[src/rtl/phalve_pkg.sv]
package phalve_pkg;

   typedef enum logic [2:0] {
      OP_HADD   = 3'd0,
      OP_HASX   = 3'd1,
      OP_HSAX   = 3'd2,
      OP_HSUB   = 3'd3,
      OP_BADD   = 3'd4,
      OP_RSV5   = 3'd5,
      OP_RSV6   = 3'd6,
      OP_BSUB   = 3'd7
   } pack_op_e;

   localparam logic [3:0] COND_ALWAYS = 4'hE;
   localparam logic [3:0] COND_NEVER  = 4'hF;

endpackage

[src/rtl/phalve_cond.sv]
module phalve_cond
   import phalve_pkg::*;
(
   input  logic [3:0] cond,
   input  logic [3:0] flags,
   output logic       pass
);

   logic fn, fz, fc, fv;
   assign {fn, fz, fc, fv} = flags;

   always_comb begin
      unique case (cond)
         4'h0: pass = fz;
         4'h1: pass = !fz;
         4'h2: pass = fc;
         4'h3: pass = !fc;
         4'h4: pass = fn;
         4'h5: pass = !fn;
         4'h6: pass = fv;
         4'h7: pass = !fv;
         4'h8: pass = fc && !fz;
         4'h9: pass = !fc || fz;
         4'hA: pass = (fn == fv);
         4'hB: pass = (fn != fv);
         4'hC: pass = !fz && (fn == fv);
         4'hD: pass = fz || (fn != fv);
         4'hE: pass = 1'b1;
         default: pass = 1'b0;
      endcase
   end

   // the reserved code never passes, the always code always does
   always_comb begin
      a_r8_never_code: assert (!(cond == COND_NEVER) || !pass);
   end

endmodule

[src/rtl/phalve_lanes.sv]
module phalve_lanes #(
   parameter int DATA_W = 32,
   parameter int LANE_W = 16
) (
   input  logic [DATA_W-1:0]        opa,
   input  logic [DATA_W-1:0]        opb,
   input  logic [DATA_W/LANE_W-1:0] lane_sub,
   output logic [DATA_W-1:0]        halved
);

   localparam int NLANES = DATA_W / LANE_W;

   if (LANE_W < 2 || (DATA_W % LANE_W) != 0) begin : g_bad_cfg
      $error("phalve_lanes: DATA_W must be a multiple of LANE_W >= 2");
   end

   for (genvar g = 0; g < NLANES; g++) begin : g_lane
      logic [LANE_W-1:0] la, lb;
      logic [LANE_W:0]   wide;
      assign la = opa[g*LANE_W +: LANE_W];
      assign lb = opb[g*LANE_W +: LANE_W];
      assign wide = lane_sub[g] ? ({1'b0, la} - {1'b0, lb})
                                : ({1'b0, la} + {1'b0, lb});
      assign halved[g*LANE_W +: LANE_W] = wide[LANE_W:1];

      // an add whose operands both have the top bit set must carry into the lane top bit
      always_comb begin
         a_r7_carry_top: assert (lane_sub[g] || !(la[LANE_W-1] && lb[LANE_W-1])
                                 || halved[g*LANE_W + LANE_W-1]);
      end
   end

endmodule

[src/rtl/phalve_unit.sv]
module phalve_unit
   import phalve_pkg::*;
#(
   parameter int DATA_W = 32,
   parameter int IDX_W  = 4
) (
   input  logic              clk,
   input  logic              rst,
   input  logic              in_valid,
   input  logic [31:0]       instr,
   input  logic [3:0]        flags,
   input  logic [DATA_W-1:0] src_a_val,
   input  logic [DATA_W-1:0] src_b_val,
   output logic [IDX_W-1:0]  src_a_idx,
   output logic [IDX_W-1:0]  src_b_idx,
   output logic              out_valid,
   output logic              out_we,
   output logic [IDX_W-1:0]  out_rd,
   output logic [DATA_W-1:0] out_result
);

   localparam int HALF_W = DATA_W / 2;
   localparam int BYTE_W = DATA_W / 4;

   if (DATA_W != 32 || IDX_W != 4) begin : g_bad_cfg
      $error("phalve_unit: field layout fixes DATA_W=32 and IDX_W=4");
   end

   // decode
   logic [3:0]  cond;
   pack_op_e    op2;
   logic [IDX_W-1:0] rd;
   logic        unused_instr_bits;

   assign cond      = instr[31:28];
   assign src_a_idx = instr[19:16];
   assign rd        = instr[15:12];
   assign op2       = pack_op_e'(instr[7:5]);
   assign src_b_idx = instr[3:0];
   assign unused_instr_bits = ^{instr[27:20], instr[11:8], instr[4]};

   // mode select
   logic        op_legal, use_bytes, exchange;
   logic [1:0]  half_sub;
   logic [3:0]  byte_sub;

   always_comb begin
      op_legal  = 1'b1;
      use_bytes = 1'b0;
      exchange  = 1'b0;
      half_sub  = 2'b00;
      byte_sub  = 4'b0000;
      unique case (op2)
         OP_HADD: ;
         OP_HASX: begin exchange = 1'b1; half_sub = 2'b01; end
         OP_HSAX: begin exchange = 1'b1; half_sub = 2'b10; end
         OP_HSUB: half_sub = 2'b11;
         OP_BADD: use_bytes = 1'b1;
         OP_BSUB: begin use_bytes = 1'b1; byte_sub = 4'b1111; end
         default: op_legal = 1'b0;
      endcase
   end

   logic [DATA_W-1:0] half_b, half_res, byte_res, next_res;

   assign half_b = exchange ? {src_b_val[HALF_W-1:0], src_b_val[DATA_W-1:HALF_W]}
                            : src_b_val;

   phalve_lanes #(.DATA_W(DATA_W), .LANE_W(HALF_W)) u_half (
      .opa(src_a_val), .opb(half_b), .lane_sub(half_sub), .halved(half_res)
   );

   phalve_lanes #(.DATA_W(DATA_W), .LANE_W(BYTE_W)) u_byte (
      .opa(src_a_val), .opb(src_b_val), .lane_sub(byte_sub), .halved(byte_res)
   );

   assign next_res = use_bytes ? byte_res : half_res;

   logic cond_pass, do_write;

   phalve_cond u_cond (.cond(cond), .flags(flags), .pass(cond_pass));

   assign do_write = in_valid && cond_pass && op_legal;

   always_ff @(posedge clk) begin
      if (rst) begin
         out_valid  <= 1'b0;
         out_we     <= 1'b0;
         out_rd     <= '0;
         out_result <= '0;
      end else begin
         out_valid <= in_valid;
         out_we    <= do_write;
         if (in_valid) out_rd <= rd;
         if (do_write) out_result <= next_res;
      end
   end

   // write-enable only together with valid
   a_r11_we_needs_valid: assert property (@(posedge clk) disable iff (rst)
      out_we |-> out_valid);

   // valid follows the accepted instruction by one cycle
   a_r11_valid_follows: assert property (@(posedge clk) disable iff (rst)
      in_valid |=> out_valid);

   // registered destination matches the decoded field
   a_r1_rd_field: assert property (@(posedge clk) disable iff (rst)
      in_valid |=> out_rd == $past(instr[15:12]));

   // undefined opcodes never write
   a_r10_rsv_no_write: assert property (@(posedge clk) disable iff (rst)
      (in_valid && (instr[7:5] == 3'd5 || instr[7:5] == 3'd6)) |=> !out_we);

   // result is held when nothing is written
   a_r10_hold: assert property (@(posedge clk) disable iff (rst)
      !out_we |-> $stable(out_result));

endmodule

[config.mk]
export PLATFORM = sky130hd
export DESIGN_NAME = phalve_unit
export DESIGN_NICKNAME = d
export VERILOG_FILES = /design/src/rtl/phalve_pkg.sv /design/src/rtl/phalve_cond.sv /design/src/rtl/phalve_lanes.sv /design/src/rtl/phalve_unit.sv
export SDC_FILE = /design/constraint.sdc
export NUM_CORES = 1
export LEC_CHECK = 0
export ABC_AREA = 1
export BUFFER_PORTS_ARGS = -buffer_cell sky130_fd_sc_hd__buf_2
export CAP_MARGIN = 20
export CELL_PAD_IN_SITES_DETAIL_PLACEMENT = 1
export CELL_PAD_IN_SITES_GLOBAL_PLACEMENT = 1
export CORE_ASPECT_RATIO = 0.6
export CORE_UTILIZATION = 34
export CTS_CLUSTER_DIAMETER = 150
export DETAILED_ROUTE_END_ITERATION = 16
export HOLD_SLACK_MARGIN = 0.15
export PLACE_DENSITY_LB_ADDON = 0.1
export SYNTH_ARGS = -nofsm -noshare
export SYNTH_HDL_FRONTEND = slang
export SYNTH_SLANG_ARGS = --single-unit
[constraint.sdc]
create_clock -name clk -period 3.04 [get_ports clk]
set_input_delay 0.152 -clock clk [delete_from_list [all_inputs] [get_ports clk]]
set_output_delay 0.152 -clock clk [all_outputs]
set_load 0.02 [all_outputs]
==> out/qor.csv, run 1 <==
stage,metric,value,unit
timing,slew_headroom,38.8,%
synth,syn_nets,1277,
synth,synth_top_area_share,15.1,%
setup_path,cp-start-kind,input port,
place,dp_hpwl,23800,um
timing,fmax,341,MHz
clock_tree,numCtsBuffers,5,
clock_tree,clockBufferDepth,2,
global_routing,grt_pass1_wl,43200,um
floorplan,dieArea,19600,um^2
clock_tree,root_buffer,clkbuf_16,
timing,skew,0,ps
pwr,p_leak,4.79,nW
detailed_routing,wire_per_inst,18.3,um
detailed_routing,ant_nets,0,
synth,async_flop_share,0,%
pwr,powerDensity,390,nW/um^2
setup_path,cp_data_required_time,3270,ps
detailed_routing,drc,0,
floorplan,die_x,180,um
pwr,netSwitchingFraction,48.1,%
timing,finalSetupViolCount,0,
timing,worst_pin_slew,917,ps
timing,period_share,96.4,%
finish,fillers,2540,
floorplan,initial_core_util,35.3,%
detailed_routing,routed_wl,28900,um
global_routing,antenna_found_initial,0,
floorplan,rows,38,
place,gp_congestion,0.949,
run,drv_cap,0,
global_routing,track_usage,28.5,%
finish,drive_above_1_share,27.0,%
setup_path,critPathKind,in2reg,
finish,syn_to_final_growth,36.8,%
synth,synthTopCellsByCount,"nand2_1 (261), inv_1 (137), nor2_1 (130)",
global_routing,grt_pass1_vias,7658,
pwr,power.share.combinational,67.9,%
floorplan,die_h,109,um
synth,synth.distinct_cells,40,
hold_path,holdCritPathClass,in2reg,
floorplan,coreArea,18400,um^2
detailed_routing,vias_per_cell,5.18,
pwr,pwr-share-clk,15.7,%
timing,hold_viol,0,
setup_path,worst_setup_path_end_kind,flop,
status,status,finished clean,
pwr,p_sw,1.66,mW
finish,final_nets,1510,
clock_tree,insertion_delay,280,ps
timing,fin_setup_tns,0,ps
pwr,irDropWorstVdd,0.217,mV
clock_tree,cts_sinks,38,
floorplan,io_pins,149,
clock_tree,cts_tree,built,
detailed_routing,drtIter0Drc,557,
synth,synth.most_common_cell,nand2_1,
global_routing,grt_max_degree,37,
synth,ys.flop_type,dfxtp_1,
finish,diodes,0,
clock_tree,htree_levels,2,
synth,synth.area.top_cells,"nand2_1 (15%), ha_1 (12%), dfxtp_1 (12%)",
clock_tree,clkTransAtPathRegs,70,ps
pwr,internal_power,1.79,mW
synth,ys_warn_count,0,
synth,ys_ff_latch,38,
setup_path,cp.arrival,3160,ps
timing,slew_viol_final,0,
synth,avgSynthCellArea,5.86,um^2
synth,synth_top_area_cell,nand2_1,
detailed_routing,vias,8171,
setup_path,cp_max_fo,14,
synth,yosysSeqAreaShare,11.8,%
detailed_routing,first_pass_iters,5,
global_routing,grt_overflow,0,
place,io_buffers,119,
synth,synth_edf_count,0,
synth,syn-cell-area,6470,um^2
timing,holdWs,227,ps
timing,min_period,2930,ps
pwr,p_seq_share,16.4,%
synth,syn_inst,1104,
==> critical path, cell delays in order <==
cell and delay [ps]:
buf_4 110, inv_2 50, nand2_4 130, nand3_4 160, buf_6 180, buf_4 180, nand2_1 70, o21ai_1 100
nor2_1 250, nand3_2 150, nand2_1 120, xor2_2 200, ha_1 320, a21o_1 210, a21oi_1 160, o22ai_1 100
nor2_1 140, nand2_1 60, nand2_1 70, nand3_2 70, a21oi_2 150
==> state kept, by name, indices dropped and copies added, names as in the netlist <==
signal,cells
out_we,1
out_rd,4
out_valid,1
out_result,32
==> timing repair <==
action | 4_1_cts | 5_1_grt
pin swaps | 0 | 40
setup endpoints to repair | 1 | 17
buffers inserted | 0 | 10
resized for setup | 1 | 104
hold endpoints to repair | 6 | 0
gates cloned | 0 | 2
hold buffers | 5 | 0
==> worst paths after layout <==
check                 start              to  slack [ps]  cells past startpoint
min reg2reg   out_result[3]   out_result[3]         490                      2
min                in_valid       out_rd[3]         230                      3
max reg2reg  out_result[27]  out_result[27]        2300                      2
max                instr[5]  out_result[14]         110                     21
==> placed cells by master (no fill, tap or decap), drive strengths merged, types with 4 or more instances in the layout <==
cell type | netlist | final
xor2 | 58 | 58
a211oi | 4 | 4
o21ai | 116 | 116
a31oi | 6 | 6
inv | 145 | 145
xnor2 | 11 | 11
ha | 64 | 64
buf | 20 | 252
o22ai | 4 | 4
o31ai | 7 | 7
dfxtp | 38 | 38
nand3b | 4 | 4
nand3 | 58 | 60
nand4 | 10 | 10
a21oi | 94 | 94
o21bai | 7 | 7
dlygate4sd3 | 0 | 5
nand2 | 263 | 263
a21o | 9 | 9
clkbuf | 13 | 6
o211ai | 6 | 6
nor2 | 135 | 135
fa | 6 | 6
nor3 | 17 | 17
==> cell type report <==
| class | count | area [um^2] | share of cell area (%) |
|---|---|---|---|
| multi-input cells | 889 | 5390 | 60.9 |
| clock inverters | 2 | 12.5 | 0.141 |
| well taps | 240 | 300 | 3.39 |
| flip-flops and latches | 38 | 761 | 8.60 |
| repair buffers | 257 | 1700 | 19.2 |
| clock buffers | 6 | 139 | 1.57 |
| inverters | 146 | 548 | 6.19 |
==> power by group through the flow <==
stage	clock [mW]	combinational (mW)	sequential, mW
final	0.540	2.34	0.567
after global routing	0.575	2.56	0.572
after floorplan	0	1.20	0.632
after CTS	0.550	2.14	0.567
after detailed placement	0	2.12	0.577
after global placement	0	2.07	0.576
==> through the flow <==
step / power [mW] / area, um^2 / setup slack, ps / std cells / utilization [%]
5_1_grt: 3.71 / 8850 / -93.9 / 1578 / 48.2
4_1_cts: 3.26 / 8330 / 6.94 / 1566 / 45.4
3_5_place_dp: 2.70 / 8120 / -359 / 1553 / 44.3
2_1_floorplan: 1.83 / 6470 / 202 / 1104 / -
3_3_place_gp: 2.65 / 8120 / -188 / 1553 / 44.3
6_report: 3.45 / 8850 / 108 / 1578 / 48.2
==> cell families after synthesis <==
logic type      share of synthesized area (%)
simple gates                             31.5
xor+xnor                                 9.34
fa+ha+maj                                14.2
compound gates                           21.8
flops                                    11.8
buf+inv                                  11.4
==> routing by layer <==
layer	track usage (%)	part of all wire, %	up-vias
met5	0	0	-
met4	2.69	0.50	0
met3	5.51	8.1	13
met2	38.9	38	276
met1	45.6	54	3808
li1	-	-	4074
No activity file was read; power rests on OpenSTA's default activity.
==> run 2: changes to the inputs <==
- SETUP_SLACK_MARGIN: unset -> 0.15
==> run 2 against run 1 <==
- sequential power is essentially flat
- fmax grew 3.7%
- register-to-register slack gained 20 ps
- non-clock buffer count grew 8
- flip-flop and latch count is the same
- sequential share of layout area shrank 0.30 points
- largest power group unchanged
==> out/qor.csv, run 2 (synthesis results as in run 1) <==
stage,metric,value,unit,change
status,status,finished clean,,unchanged
hold_path,holdCritPathClass,in2reg,,unchanged
finish,layout_common_cells,"nand2_1 (239), inv_1 (134), buf_4 (129)",,"was nand2_1 (248), inv_1 (136), buf_4 (127)"
place,place_inst,1553,,unchanged
setup_path,cp-start-kind,input port,,unchanged
setup_path,cp.arrival,3010,ps,was 3160 ps
finish,final_common_cell,nand2_1,,unchanged
global_routing,antenna_found_initial,0,,unchanged
timing,grt_setup_unrepaired,true,,
timing,finalSetupViolCount,0,,unchanged
timing,period_share,93.0,%,was 96.4%
floorplan,dieArea,19600,um^2,unchanged
timing,fin_setup_tns,0,ps,unchanged
finish,top_regs,"out_result x32, out_rd x4",,unchanged
clock_tree,insertion_delay,280,ps,about the same
place,postPlaceCellArea,8120,um^2,unchanged
floorplan,coreArea,18400,um^2,unchanged
pwr,powerDensity,388,nW/um^2,was 390 nW/um^2
floorplan,die_h,109,um,unchanged
floorplan,rows,38,,unchanged
timing,slew_headroom,38.5,%,was 38.8%
finish,syn_to_final_growth,41.7,%,was 36.8%
pwr,irDropWorstVdd,0.218,mV,was 0.217 mV
timing,min_period,2830,ps,was 2930 ps
setup_path,cp_data_required_time,3220,ps,was 3270 ps
setup_path,worst_setup_path_end_kind,flop,,unchanged
finish,final_area,9170,um^2,was 8850 um^2
finish,drive_above_1_share,29.5,%,was 27.0%
floorplan,die_x,180,um,unchanged
timing,slew_viol_final,0,,unchanged
clock_tree,numCtsBuffers,5,,unchanged
place,io_buffers,119,,unchanged
detailed_routing,wire_per_inst,18.8,um,was 18.3 um
finish,fillers,2501,,"was 2,540"
clock_tree,root_buffer,clkbuf_16,,unchanged
clock_tree,htree_levels,2,,unchanged
floorplan,io_pins,149,,unchanged
clock_tree,cts_sinks,38,,unchanged
global_routing,grt_overflow,0,,unchanged
place,dp_hpwl,23800,um,unchanged
timing,holdWs,227,ps,about the same
timing,fin_ws,212,ps,was 108 ps
setup_path,cp_max_fo,6,,was 14
global_routing,track_usage,28.6,%,was 28.5%
clock_tree,clockBufferDepth,2,,unchanged
floorplan,initial_core_util,35.3,%,unchanged
detailed_routing,drc,0,,unchanged
detailed_routing,ant_nets,0,,unchanged
finish,diodes,0,,unchanged
global_routing,grt_pass1_vias,7673,,"was 7,658"
global_routing,grt_pass1_wl,43400,um,"was 43,200 um"
setup_path,critPathKind,in2reg,,unchanged
detailed_routing,drtIter0Drc,607,,was 557
timing,hold_viol,0,,unchanged
pwr,p_leak,4.87,nW,was 4.79 nW
timing,skew,0,ps,unchanged
global_routing,grt_max_degree,37,,unchanged
finish,final_nets,1518,,"was 1,510"
finish,fin_util,49.9,%,was 48.2%
detailed_routing,first_pass_iters,5,,unchanged
finish,layout.cells.non_filler,1586,,"was 1,578"
detailed_routing,routed_wl,29800,um,"was 28,900 um"
run,drv_cap,0,,unchanged
clock_tree,cts_tree,built,,unchanged
timing,worst_pin_slew,921,ps,was 917 ps
finish,top_register,out_result,,unchanged
detailed_routing,vias,8321,,"was 8,171"
place,gp_congestion,0.949,,unchanged
detailed_routing,vias_per_cell,5.25,,was 5.18
timing,fmax,354,MHz,was 341 MHz
place,place_ws,-359,ps,unchanged
pwr,p_total,3.56,mW,was 3.45 mW
finish,largest_reg_flops,32,,unchanged
clock_tree,clkTransAtPathRegs,60,ps,was 70 ps
run 2: per-layer routing:
metal	vias up	track usage, %	routed length (um)
met1	3951	45.8	15700
met4	0	2.69	216
met5	-	0	0
met3	21	5.51	2290
li1	4091	-	-
met2	258	39.2	11600
run 2: repair_timing:
item                                   CTS  global route
endpoints found under the hold margin    6             0
pin swaps                                3            61
gates cloned                             1             2
hold buffers                             5             0
setup endpoints to repair               11            23
buffers inserted                         0            17
resized for setup                        6           157
run 2: area by class of cell:
cell class                      instances  area (um^2)  share of cell area, %
Multi-Input combinational cell        889         5570                   60.8
Timing Repair Buffer                  265         1820                   19.8
Sequential cell                        38          761                   8.30
Inverter                              146          563                   6.14
Tap cell                              240          300                   3.28
Clock buffer                            6          139                   1.52
Clock inverter                          2         12.5                  0.137
run 2: final timing paths:
kind | from | endpoint | slack [ps] | cells after the start
hold / removal | in_valid | out_rd[3] | 230 | 3
hold reg to reg | out_result[3] | out_result[3] | 490 | 2
setup / recovery | instr[5] | out_result[6] | 210 | 23
setup reg to reg | out_result[27] | out_result[27] | 2320 | 2
run 2: power by group:
part | switching (mW) | internal (mW) | leakage [nW]
registers | 0.0224 | 0.545 | 0.312
logic | 1.48 | 0.974 | 4.48
clock network | 0.216 | 0.325 | 0.0729
total | 1.71 | 1.84 | 4.87
run 2: worst max-delay path: stages:
cell and delay (ps):
buf_12 100, inv_8 40, nand2_8 90, nand3_4 160, buf_6 200, o21ai_4 180
nand3_2 120, buf_4 150, buf_4 120, nand2_1 60, xnor2_1 80, ha_1 350
nand2_1 70, nor2_1 100, nand2_1 60, nand2_1 200, nand2_1 120, nand2_1 150
nand2_1 70, nand3_1 80, nand3_1 170, nand2_1 130, inv_1 40
==> run 3: changes to the inputs <==
--- a/config.mk
+++ b/config.mk
@@ -19,2 +19,3 @@
 export SETUP_SLACK_MARGIN = 0.15
+export SKIP_LAST_GASP = 1
 export SYNTH_ARGS = -nofsm -noshare
==> constraint.sdc (replaced) <==
create_clock -name clk -period 3.04 [get_ports clk]
set_input_delay 0.76 -clock clk [delete_from_list [all_inputs] [get_ports clk]]
set_output_delay 0.76 -clock clk [all_outputs]
set_load 0.02 [all_outputs]
==> run 3 against run 2 <==
- the run now ends with setup timing left
- core utilization rose by 8.1 points
- first-iteration DRC count is 7.2% higher
- sequential share of layout area is 1.2 points lower
- wire length is 14% higher
- clock skew stayed put
- sequential power barely moved
- global-route usage is 1.9 points higher
- largest power group unchanged
- final area is 16% higher
- largest cell class unchanged
==> out/qor.csv, run 3 (synthesis results as in run 1) <==
stage,metric,value,unit,change
timing,worst_pin_slew,688,ps,was 921 ps
hold_path,min_from,out_result[16],,was in_valid
timing,fin_setup_tns,-9590,ps,was 0 ps
floorplan,die_h,109,um,unchanged
clock_tree,numCtsBuffers,5,,unchanged
timing,skew,0,ps,unchanged
status,violations,setup timing,,
clock_tree,root_buffer,clkbuf_16,,unchanged
place,postPlaceCellArea,9180,um^2,was 8120 um^2
pwr,p_leak,5.67,nW,was 4.87 nW
timing,fin_ws,-535,ps,was 212 ps
finish,fin_util,58.0,%,was 49.9%
detailed_routing,routed_wl,33900,um,"was 29,800 um"
pwr,powerDensity,396,nW/um^2,was 388 nW/um^2
detailed_routing,vias,9158,,"was 8,321"
setup_path,cp-start-kind,input port,,unchanged
clock_tree,insertion_delay,300,ps,was 280 ps
global_routing,grt_overflow,0,,unchanged
hold_path,hold-path-cell-count,2,,was 3
clock_tree,cts_tree,built,,unchanged
finish,largest_reg_flops,32,,unchanged
finish,final_area,10600,um^2,was 9170 um^2
place,gp_congestion,0.889,,was 0.949
timing,fmax,280,MHz,was 354 MHz
pwr,p_total,4.21,mW,was 3.56 mW
global_routing,grt_max_degree,23,,was 37
setup_path,crit_start,instr[5],,unchanged
floorplan,dieArea,19600,um^2,unchanged
clock_tree,clkTransAtPathRegs,60,ps,about the same
timing,hold_viol,0,,unchanged
setup_path,cp_max_fo,4,,was 6
finish,diodes,0,,unchanged
finish,final_common_cell,buf_4,,was nand2_1
global_routing,antenna_found_initial,1,,was 0
floorplan,die_x,180,um,unchanged
pwr,irDropWorstVdd,0.197,mV,was 0.218 mV
floorplan,rows,38,,unchanged
hold_path,min_to,out_result[16],,was out_rd[3]
place,dp_hpwl,23000,um,"was 23,800 um"
floorplan,io_pins,149,,unchanged
setup_path,slowest_delay,310,ps,was 350 ps
clock_tree,cts_sinks,38,,unchanged
finish,top_register,out_result,,unchanged
detailed_routing,wire_per_inst,19.7,um,was 18.8 um
finish,drive_above_1_share,41.7,%,was 29.5%
setup_path,r2r_cells,2,,unchanged
clock_tree,htree_levels,2,,unchanged
place,io_buffers,119,,unchanged
status,status,"complete, but fails checks",,was finished clean
setup_path,cp_data_required_time,3280,ps,was 3220 ps
finish,syn_to_final_growth,64.5,%,was 41.7%
floorplan,initial_core_util,35.3,%,unchanged
finish,top_regs,"out_result x32, out_rd x4",,unchanged
run,drv_cap,0,,unchanged
setup_path,r2r_start,out_result[21],,was out_result[27]
clock_tree,hold_buffers,0,,was 5
detailed_routing,first_pass_iters,5,,unchanged
detailed_routing,vias_per_cell,5.33,,was 5.25
detailed_routing,ant_nets,0,,unchanged
finish,final_nets,1652,,"was 1,518"
detailed_routing,drc,0,,unchanged
place,place_ws,-792,ps,was -359 ps
timing,finalSetupViolCount,27,,was 0
setup_path,rrSetupSlack,2200,ps,was 2320 ps
timing,slew_headroom,54.1,%,was 38.5%
setup_path,path_buf_inv,6,,unchanged
hold_path,holdCritPathClass,reg2reg,,was in2reg
finish,fillers,2448,,"was 2,501"
setup_path,crit_chain,"buf_8, inv_4, nand2_4, nand3_4, buf_6, buf_6, o21ai_4, nand3_2, nand2_2, o21a_4, buf_4, xor2_1, ha_1, a21o_1, a21oi_2, nand2_2, a21oi_1, o21ai_1, nand2_1, nor2_1, buf_4, nor2_1",,"was buf_12, inv_8, nand2_8, nand3_4, buf_6, o21ai_4, nand3_2, buf_4, buf_4, nand2_1, xnor2_1, ha_1, nand2_1, nor2_1, nand2_1, nand2_1, nand2_1, nand2_1, nand2_1, nand3_1, nand3_1, nand2_1, inv_1"
setup_path,cp.arrival,3810,ps,was 3010 ps
setup_path,worst_setup_path_end_kind,flop,,unchanged
place,place_inst,1671,,"was 1,553"
finish,layout_common_cells,"buf_4 (261), nand2_1 (211), inv_1 (129)",,"was nand2_1 (239), inv_1 (134), buf_4 (129)"
setup_path,reg2reg_to,out_result[21],,was out_result[27]
timing,holdWs,489,ps,was 227 ps
floorplan,coreArea,18400,um^2,unchanged
global_routing,grt_pass1_wl,46600,um,"was 43,400 um"
global_routing,grt_pass1_vias,8891,,"was 7,673"
setup_path,critPathKind,in2reg,,unchanged
timing,slew_viol_final,0,,unchanged
timing,period_share,118,%,was 93.0%
finish,layout.cells.non_filler,1719,,"was 1,586"
setup_path,crit_slowest_cell,ha_1,,unchanged
global_routing,track_usage,30.5,%,was 28.6%
setup_path,crit_family,compound AO/OA/AOI/OAI gates,,was simple AND/OR/NAND/NOR gates
clock_tree,clockBufferDepth,2,,unchanged
detailed_routing,drtIter0Drc,651,,was 607
timing,grt_setup_unrepaired,true,,unchanged
timing,min_period,3580,ps,was 2830 ps
==> run 3: how the worst max path moves through the flow <==
stage                     cells after the start             end  slack [ps]
after global placement                       24  out_result[15]        -650
after detailed placement                     22  out_result[11]        -790
final                                        22  out_result[23]        -540
after CTS                                    23  out_result[31]        -350
after global routing                         25  out_result[13]        -730
after floorplan                              20  out_result[30]        -220
==> run 3: power breakdown <==
group	internal (mW)	switching (mW)	total, mW
combinational	1.29	1.68	2.96
sequential	0.544	0.0231	0.568
clock	0.407	0.275	0.682
total	2.24	1.97	4.21
==> run 3: per-layer routing <==
| layer | global-route usage [%] | up-vias | wire length (um) |
|---|---|---|---|
| li1 | - | 4357 | - |
| met1 | 43.6 | 4409 | 16300 |
| met2 | 49.4 | 304 | 15100 |
| met3 | 3.31 | 86 | 1610 |
| met4 | 6.41 | 2 | 898 |
| met5 | 0 | - | 13 |
==> run 3: worst register-to-register path: stages (launching register included) <==
cell     delay (ps)
dfxtp_1         360
o21ai_0         260
nor2_1          110
==> run 3: cell type report <==
type | count | area [um^2] | share of cell area [%]
clock inverters | 1 | 30.0 | 0.282
inverters | 146 | 562 | 5.28
clock buffers | 6 | 139 | 1.30
well taps | 240 | 300 | 2.82
flip-flops and latches | 38 | 761 | 7.15
multi-input cells | 887 | 5980 | 56.2
repair buffers | 401 | 2870 | 26.9
==> run 3: timing repair <==
| item | 4_1_cts | 5_1_grt |
|---|---|---|
| setup buffers | 23 | 17 |
| resized for setup | 120 | 116 |
| cloned | 1 | 0 |
| setup endpoints to repair | 29 | 30 |
| pin swaps | 80 | 87 |
